$ cat src/rtl/prbs31_lane_pkg.sv
package prbs31_lane_pkg;
    localparam int unsigned PRBS_ORDER = 31;
    localparam int unsigned PRBS_TAP   = 28;
    localparam int unsigned WORD_LANES = 32;
    localparam int unsigned SER_WIDTH  = 8;
    localparam int unsigned LOCK_RUN   = 64;
    localparam int unsigned ERR_CNT_W  = 16;
endpackage

$ cat src/rtl/prbs_unroll.sv
// Combinational advance of the recurrence by LANES steps.
module prbs_unroll #(
    parameter int unsigned ORDER = 31,
    parameter int unsigned TAP   = 28,
    parameter int unsigned LANES = 32
) (
    input  logic [ORDER-1:0] hist_i,
    output logic [LANES-1:0] bits_o,
    output logic [ORDER-1:0] hist_o
);
    localparam int unsigned OFS = ORDER - TAP;
    localparam int unsigned EXT = ORDER + LANES;

    logic [EXT-1:0] ext;

    always_comb begin
        ext = '0;
        ext[ORDER-1:0] = hist_i;
        for (int k = 0; k < LANES; k++) begin
            ext[ORDER+k] = ext[k] ^ ext[k+OFS];
        end
    end

    assign bits_o = ext[EXT-1:ORDER];
    assign hist_o = ext[EXT-1:LANES];
endmodule

$ cat src/rtl/prbs_lane_gen.sv
module prbs_lane_gen #(
    parameter int unsigned     ORDER    = 31,
    parameter int unsigned     TAP      = 28,
    parameter int unsigned     LANES    = 32,
    parameter logic [ORDER-1:0] DEF_SEED = '1
) (
    input  logic             clk_i,
    input  logic             rst_i,
    input  logic             en_i,
    input  logic             ld_i,
    input  logic [ORDER-1:0] seed_i,
    output logic [LANES-1:0] word_o,
    output logic [ORDER-1:0] hist_o
);
    typedef struct packed {
        logic [ORDER-1:0] hist;
        logic [LANES-1:0] word;
    } gen_t;

    gen_t gen_d, gen_q;
    logic [LANES-1:0] nxt_bits;
    logic [ORDER-1:0] nxt_hist;

    prbs_unroll #(.ORDER(ORDER), .TAP(TAP), .LANES(LANES)) u_adv (
        .hist_i (gen_q.hist),
        .bits_o (nxt_bits),
        .hist_o (nxt_hist)
    );

    always_comb begin
        gen_d = gen_q;
        if (ld_i) begin
            gen_d.hist = (seed_i == '0) ? DEF_SEED : seed_i;
        end else if (en_i) begin
            gen_d.hist = nxt_hist;
            gen_d.word = nxt_bits;
        end
    end

    always_ff @(posedge clk_i) begin
        if (rst_i) begin
            gen_q.hist <= DEF_SEED;
            gen_q.word <= '0;
        end else begin
            gen_q <= gen_d;
        end
    end

    assign word_o = gen_q.word;
    assign hist_o = gen_q.hist;
endmodule

$ cat src/rtl/prbs_lane_chk.sv
module prbs_lane_chk #(
    parameter int unsigned ORDER      = 31,
    parameter int unsigned TAP        = 28,
    parameter int unsigned LANES      = 32,
    parameter int unsigned LOCK_WORDS = 64,
    parameter int unsigned CNT_W      = 16
) (
    input  logic             clk_i,
    input  logic             rst_i,
    input  logic             vld_i,
    input  logic [LANES-1:0] word_i,
    output logic             lock_o,
    output logic [CNT_W-1:0] errs_o
);
    localparam int unsigned RUN_W  = $clog2(LOCK_WORDS + 1);
    localparam int unsigned MISS_W = $clog2(LANES + 1);

    typedef struct packed {
        logic             synced;
        logic [ORDER-1:0] hist;
        logic [RUN_W-1:0] run;
        logic             locked;
        logic [CNT_W-1:0] errs;
    } chk_t;

    chk_t chk_d, chk_q;
    logic [LANES-1:0] exp_bits;
    logic [ORDER-1:0] exp_hist;
    logic [MISS_W-1:0] miss;
    logic [CNT_W:0]    sum;

    prbs_unroll #(.ORDER(ORDER), .TAP(TAP), .LANES(LANES)) u_pred (
        .hist_i (chk_q.hist),
        .bits_o (exp_bits),
        .hist_o (exp_hist)
    );

    always_comb begin
        miss  = MISS_W'($countones(word_i ^ exp_bits));
        sum   = {1'b0, chk_q.errs} + {{(CNT_W + 1 - MISS_W){1'b0}}, miss};
        chk_d = chk_q;
        if (vld_i) begin
            if (!chk_q.synced) begin
                chk_d.synced = 1'b1;
                chk_d.hist   = word_i[LANES-1 -: ORDER];
                chk_d.run    = '0;
            end else begin
                chk_d.hist = exp_hist;
                if (miss != '0) begin
                    chk_d.run  = '0;
                    chk_d.errs = sum[CNT_W] ? '1 : sum[CNT_W-1:0];
                end else if (chk_q.run != RUN_W'(LOCK_WORDS)) begin
                    chk_d.run = chk_q.run + RUN_W'(1);
                end
            end
        end
        chk_d.locked = (chk_d.run == RUN_W'(LOCK_WORDS));
    end

    always_ff @(posedge clk_i) begin
        if (rst_i) begin
            chk_q <= '0;
        end else begin
            chk_q <= chk_d;
        end
    end

    assign lock_o = chk_q.locked;
    assign errs_o = chk_q.errs;
endmodule

$ cat src/rtl/prbs31_lane_gen.sv
module prbs31_lane_gen
    import prbs31_lane_pkg::*;
#(
    parameter int unsigned ORDER      = PRBS_ORDER,
    parameter int unsigned TAP        = PRBS_TAP,
    parameter int unsigned LANES      = WORD_LANES,
    parameter int unsigned SER_LANES  = SER_WIDTH,
    parameter int unsigned LOCK_WORDS = LOCK_RUN,
    parameter int unsigned CNT_W      = ERR_CNT_W
) (
    input  logic                 clk_i,
    input  logic                 rst_i,
    input  logic                 gen_en_i,
    input  logic                 seed_ld_i,
    input  logic [ORDER-1:0]     seed_i,
    output logic [LANES-1:0]     word_o,
    output logic [SER_LANES-1:0] ser_o,
    input  logic                 rx_vld_i,
    input  logic [LANES-1:0]     rx_word_i,
    output logic                 rx_lock_o,
    output logic [CNT_W-1:0]     rx_err_cnt_o
);
    localparam int unsigned STRIDE = LANES / SER_LANES;

    logic [ORDER-1:0] gen_hist;

    prbs_lane_gen #(
        .ORDER    (ORDER),
        .TAP      (TAP),
        .LANES    (LANES),
        .DEF_SEED ({ORDER{1'b1}})
    ) u_gen (
        .clk_i  (clk_i),
        .rst_i  (rst_i),
        .en_i   (gen_en_i),
        .ld_i   (seed_ld_i),
        .seed_i (seed_i),
        .word_o (word_o),
        .hist_o (gen_hist)
    );

    for (genvar j = 0; j < SER_LANES; j++) begin : g_ser
        assign ser_o[j] = word_o[j*STRIDE];
    end

    prbs_lane_chk #(
        .ORDER      (ORDER),
        .TAP        (TAP),
        .LANES      (LANES),
        .LOCK_WORDS (LOCK_WORDS),
        .CNT_W      (CNT_W)
    ) u_chk (
        .clk_i  (clk_i),
        .rst_i  (rst_i),
        .vld_i  (rx_vld_i),
        .word_i (rx_word_i),
        .lock_o (rx_lock_o),
        .errs_o (rx_err_cnt_o)
    );
endmodule

$ cat config.mk
export PLATFORM = sky130hd
export DESIGN_NAME = prbs31_lane_gen
export DESIGN_NICKNAME = d
export VERILOG_FILES = /design/src/rtl/prbs31_lane_pkg.sv /design/src/rtl/prbs_unroll.sv /design/src/rtl/prbs_lane_gen.sv /design/src/rtl/prbs_lane_chk.sv /design/src/rtl/prbs31_lane_gen.sv
export SDC_FILE = /design/constraint.sdc
export NUM_CORES = 1
export LEC_CHECK = 0
export BUFFER_PORTS_ARGS = -buffer_cell sky130_fd_sc_hd__buf_2
export CAP_MARGIN = 20
export CORE_UTILIZATION = 52
export CTS_CLUSTER_SIZE = 28
export DETAILED_ROUTE_END_ITERATION = 10
export PLACE_DENSITY_LB_ADDON = 0.08
export SYNTH_ARGS = -nofsm -noshare
export SYNTH_HDL_FRONTEND = slang
export SYNTH_SLANG_ARGS = --single-unit
$ cat constraint.sdc
create_clock -name clk_i -period 6 [get_ports clk_i]
set_clock_uncertainty 0.05 [all_clocks]
set_input_delay 1.2 -clock clk_i [delete_from_list [all_inputs] [get_ports clk_i]]
set_output_delay 1.2 -clock clk_i [all_outputs]
set_load 0.01 [all_outputs]
==> results of run 1 <==
[placed cells by master, fill, tap and decap left out, types with 4 or more instances in the layout]
cell type,count
nor3_1,10
a21oi_1,71
ha_1,23
nor4_4,4
inv_6,4
fa_1,20
fa_2,7
buf_2,116
inv_2,11
nand2b_1,29
ha_2,5
xor2_1,5
nand2_1,14
o22ai_1,30
a211oi_1,37
nor4_1,8
o21bai_1,4
o21ai_0,5
ha_4,4
a21oi_2,4
mux2i_1,28
and3_1,4
dfxtp_1,118
a31oi_1,7
xnor2_2,9
buf_6,10
buf_4,45
nand3_1,11
xnor2_1,92
clkbuf_16,17
nor3_2,4
inv_1,52
o21ai_2,4
nor2_1,142
[repair_timing]
item	CTS	global route
setup endpoints to repair	22	24
pin swaps	19	17
setup buffers	2	2
resized for setup	44	22
[cells in the mapped netlist, drive strengths merged, types with 11 or more instances]
library cell / number / area [sq um]
xnor2: 103 / 902
nor3: 15 / 80.1
ha: 32 / 400
nand2: 15 / 56.3
a21oi: 78 / 390
nor2: 145 / 544
clkbuf: 44 / 165
mux2i: 28 / 280
o22ai: 30 / 188
nand3: 12 / 60.1
nand2b: 30 / 188
dfxtp: 119 / 2380
inv: 64 / 240
buf: 28 / 203
a211oi: 39 / 293
fa: 27 / 541
o21ai: 11 / 55.1
nor4: 15 / 146
[stage by stage]
| stage | cell area, sq um | utilization (%) | std cells | hold WS [ns] |
|---|---|---|---|---|
| floorplan | 7700 | - | 888 | 0.420 |
| global route | 9490 | 67.9 | 1202 | 0.466 |
| CTS | 9370 | 67.0 | 1200 | 0.450 |
| detailed placement | 8560 | 61.2 | 1167 | 0.431 |
| global placement | 8560 | 61.2 | 1167 | 0.423 |
| finish | 9490 | 67.9 | 1202 | 0.448 |
[logic make-up (layout without fill, tap and decap cells)]
family | count (synthesis) | in the layout | share of synthesized area (%)
buf+inv | 136 | 270 | 8.08
flops | 119 | 119 | 31.6
compound gates | 186 | 186 | 15.3
simple gates | 251 | 251 | 16.1
mux | 28 | 28 | 3.72
fa+ha+maj | 59 | 59 | 12.5
xor+xnor | 109 | 109 | 12.7
[final cells by class]
class,count,area (sq um),share of cell area [%]
multi-input cells,633,4950,52.1
flip-flops and latches,119,2380,25.1
repair buffers,175,1110,11.7
clock buffers,18,439,4.63
inverters,64,243,2.56
well taps,180,225,2.37
clock inverters,13,145,1.53
[flip-flops by register name, summed over array words and instances (netlist names)]
signal	count
u_chk.chk_q	39
u_chk.errs_o	16
u_chk.lock_o	1
u_gen.hist_o	31
u_gen.word_o	32
[worst max-delay path by stage]
stage / cells past startpoint / end / start
floorplan: 22 / u_chk.errs_o[7] / rx_word_i[11]
CTS: 24 / u_chk.errs_o[6] / rx_word_i[31]
global route: 24 / u_chk.errs_o[6] / rx_word_i[4]
finish: 24 / u_chk.errs_o[6] / rx_word_i[28]
global placement: 24 / u_chk.errs_o[5] / rx_word_i[11]
detailed placement: 24 / u_chk.errs_o[4] / rx_word_i[11]
[critical path, cell delays in order]
cell and delay [ns]:
buf_2 0.12, xnor2_1 0.17, ha_1 0.16, inv_1 0.05, fa_1 0.49, inv_1 0.05
fa_1 0.53, fa_1 0.44, fa_1 0.53, inv_1 0.05, fa_1 0.44, inv_1 0.07
ha_2 0.18, inv_2 0.04, fa_2 0.55, inv_4 0.05, ha_4 0.29, a21oi_4 0.06
o21ai_2 0.18, a21oi_4 0.09, buf_12 0.14, nor3_4 0.22, mux2i_1 0.23, nor2_1 0.05
[routing by layer]
| metal | vias up | global-route usage (%) |
|---|---|---|
| met5 | - | 0 |
| met4 | 0 | 5.87 |
| li1 | 3234 | - |
| met1 | 2947 | 31.8 |
| met2 | 166 | 42.8 |
| met3 | 10 | 5.53 |
==> run_results.csv, run 1 <==
group,metric,value,unit
floorplan,boundaryPins,125,
synthesis,synthDistinctLibCells,46,
sta,timing.final.crit_share,103,%
clock_network,numCtsBuffers,17,
critical_path,reg2reg_depth,26,
synthesis,seq_area_frac_synth,31.6,%
critical_path,rr_endpoint,"u_chk.errs_o[6]",
global_route,antenna_found_initial,0,
layout,nets,1137,
placement,place.gp.congestion,0.832,
critical_path,cp.arrival,6.38,ns
critical_path,reg2reg_slack,-0.07,ns
synthesis,synthCells,888,
synthesis,yosys_register_bits,119,
sta,hold_viol,0,
synthesis,syn_area_per_cell,8.48,sq um
status,violations,"setup timing",
synthesis,async_flop_share,0,%
route,wl_met1,7820,um
hold_path,hold_class,"flop to flop",
floorplan,initial_core_util,53.8,%
layout,fill_cells,1227,
floorplan,num_rows,43,
hold_path,worst_hold_startpoint,"u_gen.word_o[18]",
synthesis,netlist_area,0.00753,sq mm
sta,max_freq,0.162,GHz
floorplan,core-area,0.0140,sq mm
route,vias_per_cell,5.29,
synthesis,yosys_most_used_dff,"dfxtp_1",
critical_path,critPathKind,"primary input to flop",
route,drt-initial-drc-count,273,
sta,final_max_slew_viol_count,0,
clock_network,root_buffer,"clkbuf_16",
layout,drive_above_1_share,28.1,%
route,num_vias,6357,
clock_network,clock_latency,0.41,ns
route,dr_wl_met2,8600,um
job,maxCapViolCount,0,
sta,min_period,6.16,ns
clock_network,cts-htree-levels,4,
hold_path,whs_endpoint,"u_gen.word_o[18]",
route,wire_per_inst,14.6,um
clock_network,cts.sinks,119,
layout,area_growth,26.1,%
placement,hpwl,12200,um
sta,rsz0062_at_grt,"yes",
floorplan,die-area,0.0150,sq mm
route,wl,17500,um
sta,fin_tns_setup,-1.71,ns
route,drc_errors,0,
hold_path,min_path_cells,2,
sta,max_slew_margin,30.1,%
global_route,track_usage,25.0,%
floorplan,dieHeight,122,um
critical_path,rr_startpoint,"u_chk.chk_q[29]",
critical_path,cp_max_fo,5,
critical_path,worstPathRequired,6.22,ns
clock_network,cts_tree,"yes",
route,dr.pass1.iters,5,
route,met3WireLength,924,um
clock_network,cts.path.max_buffers,2,
route,ant_nets,0,
global_route,grt_pass1_wl,29200,um
placement,io_buffer_count,124,
floorplan,die_x,122,um
sta,setup_ws,-0.158,ns
sta,max_slew.worst_pin.slew,1.05,ns
sta,setup_viol,17,
synthesis,synth-edff-count,0,
clock_network,postCtsHoldBufs,0,
global_route,grt_max_degree,74,
placement,pre_cts_ws,-0.634,ns
synthesis,syn-num-nets,1015,
layout,antenna_cells,0,
status,run_status,"finished with violations",
global_route,overflow,0,
critical_path,startpoint_type,"primary input",
route,top_layer_used,"met4",
global_route,grt_pass1_vias,6023,
clock_network,clk_pin_slew_worst_paths,0.06,ns
synthesis,ys_warn_count,0,
critical_path,end_kind,"flop",
Power of run 1 is left out: the tool's default activity adds up to more than one toggle a clock period on the data nets, which glitch-free logic cannot reach.
==> run 2: changes to the inputs <==
--- a/config.mk
+++ b/config.mk
@@ -5,8 +5,10 @@
 export SDC_FILE = /design/constraint.sdc
 export NUM_CORES = 1
 export LEC_CHECK = 0
+export ABC_AREA = 1
 export BUFFER_PORTS_ARGS = -buffer_cell sky130_fd_sc_hd__buf_2
 export CAP_MARGIN = 20
+export CORE_MARGIN = 5
 export CORE_UTILIZATION = 52
 export CTS_CLUSTER_SIZE = 28
 export DETAILED_ROUTE_END_ITERATION = 10
==> run 2 against run 1 <==
Effect of this change: via count rose by 11%; worst setup slack better by 0.17 ns; first-iteration DRC count rose by 59%; the flow now finishes without violations; hold slack got worse by 0.041 ns; non-clock buffer count fell by 12; final area grew 0.53%; critical path depth grew 1.
==> run_results.csv, run 2 <==
group,metric,value,unit
clock_network,cts-htree-levels,4,
layout,nets,1285,
layout,layout_common_cells,"a21oi_1, nand2_1, buf_2",
synthesis,yosys_most_used_dff,"dfxtp_1",
synthesis,netlist_area,0.00768,sq mm
floorplan,core-area,0.0145,sq mm
clock_network,postCtsHoldBufs,0,
synthesis,seq_area_frac_synth,31.0,%
route,wl,19600,um
synthesis,synth.area.top_cells,"dfxtp_1, a21oi_1, nand2_1",
layout,largest_reg_flops,39,
floorplan,boundaryPins,125,
sta,fin_tns_setup,0,ns
critical_path,timing.critical_path.buf_inv,8,
layout,area_growth,24.2,%
critical_path,startpoint_type,"primary input",
synthesis,syn-num-nets,1168,
synthesis,async_flop_share,0,%
critical_path,cp.arrival,6.23,ns
placement,hpwl,14000,um
synthesis,synth_most_common_cell,"a21oi_1",
critical_path,slowest_stage,"fa_1",
global_route,antenna_found_initial,0,
synthesis,ys_warn_count,0,
layout,regMostFlops,"u_chk.chk_q",
floorplan,initial_core_util,52.8,%
global_route,overflow,0,
floorplan,die_x,132,um
synthesis,synthCells,1041,
critical_path,cp_common_cell,"fa_1",
critical_path,cp_top_family,"adder cells",
layout,drive_above_1_share,26.8,%
placement,io_buffer_count,124,
route,dr.pass1.iters,5,
sta,max_freq,0.167,GHz
status,run_status,"complete, no violations",
placement,placed_area,0.00855,sq mm
synthesis,yosysTopAreaCellShare,31.0,%
job,maxCapViolCount,0,
sta,max_slew.worst_pin.slew,1.10,ns
clock_network,cts.sinks,119,
sta,final_max_slew_viol_count,0,
sta,rsz0062_at_grt,"yes",
global_route,track_usage,22.2,%
clock_network,clock_latency,0.42,ns
global_route,grt_max_degree,83,
critical_path,critPathKind,"primary input to flop",
floorplan,die-area,0.0173,sq mm
sta,max_slew_margin,26.5,%
clock_network,clk_pin_slew_worst_paths,0.05,ns
global_route,grt_pass1_vias,6712,
route,num_vias,7061,
synthesis,synth_area_leader_cell,"dfxtp_1",
layout,antenna_cells,0,
clock_network,root_buffer,"clkbuf_16",
critical_path,end_kind,"flop",
synthesis,syn_area_per_cell,7.38,sq um
synthesis,yosys_register_bits,119,
global_route,grt_pass1_wl,32200,um
route,wire_per_inst,14.5,um
floorplan,dieHeight,132,um
synthesis,synthDistinctLibCells,32,
sta,min_period,5.99,ns
layout,mostFrequentLayoutCell,"a21oi_1",
floorplan,num_rows,44,
clock_network,numCtsBuffers,17,
sta,timing.final.crit_share,99.8,%
placement,place.gp.congestion,0.889,
route,ant_nets,0,
sta,setup_viol,0,
synthesis,ys_top_cells_by_count,"a21oi_1, nand2_1, inv_1",
critical_path,cpPeakStageDelay,0.57,ns
critical_path,cp_max_fo,6,
clock_network,cts.path.max_buffers,2,
sta,hold_viol,0,
route,vias_per_cell,5.21,
route,drc_errors,0,
route,drt-initial-drc-count,433,
layout,postLayoutCellArea,0.00954,sq mm
hold_path,hold_class,"flop to flop",
synthesis,synth-edff-count,0,
critical_path,worstPathRequired,6.25,ns
clock_network,cts_tree,"yes",
[run 2: cell count changes after synthesis, sizes merged, moves of 39 or more]
| cell | before | now |
|---|---|---|
| nand2 | 15 | 155 |
| nor2 | 145 | 43 |
| a21oi | 78 | 173 |
| o21ai | 11 | 99 |
| inv | 64 | 131 |
| nand3 | 12 | 70 |
| xnor2 | 103 | 45 |
| a211oi | 39 | 0 |
[run 2: path summary, 6_finish.rpt]
check,from,end,slack [ns],depth (start not counted)
setup reg to reg,u_chk.chk_q[25],u_chk.errs_o[5],0.07,26
hold / removal,u_gen.word_o[23],u_gen.word_o[23],0.41,2
hold reg to reg,u_gen.word_o[23],u_gen.word_o[23],0.41,2
setup / recovery,rx_word_i[17],u_chk.errs_o[5],0.01,25
[run 2: what timing repair did]
item                                    CTS  global route
endpoints found under the setup margin   15            22
hold endpoints to repair                  0             0
resized for setup                        15            55
pin swaps                                 8            35
gates cloned                              0             1
setup buffers                             4             2
[run 2: metrics by stage]
step | util [%] | hold slack [ns] | std cells | setup slack, ns
floorplan | - | 0.419 | 1041 | -0.0767
global placement | 58.8 | 0.402 | 1315 | -0.484
detailed placement | 58.8 | 0.405 | 1315 | -0.580
CTS | 63.9 | 0.413 | 1350 | 0.00606
global route | 65.7 | 0.422 | 1354 | -0.227
finish | 65.7 | 0.407 | 1354 | 0.0128
[run 2: layer usage]
metal	wire, um	track usage, %	up-vias
met5	0	0	-
met2	8970	34.3	189
met3	1110	5.05	26
li1	-	-	3611
met1	9260	31.1	3235
met4	299	6.57	0
[run 2: tightest hold or removal path, cell delays in order, from the launching register on]
cell     delay [ns]
dfxtp_1        0.30
nand2_1        0.06
a21oi_1        0.05
[run 2: final cells by class]
type | instances | area, sq um
tap | 184 | 230
multi-input combinational | 726 | 4840
fill | 1299 | 4990
inverter | 131 | 492
sequential | 119 | 2380
clock inverter | 11 | 170
clock buffer | 20 | 467
timing repair buffer | 163 | 957
[run 2: kinds of logic after synthesis]
family | share of synthesized area (%)
xor+xnor | 8.55
simple gates | 18.6
flops | 31.0
fa+ha+maj | 12.3
buf+inv | 11.2
compound gates | 18.4
Power of run 2 is left out for the same reason.
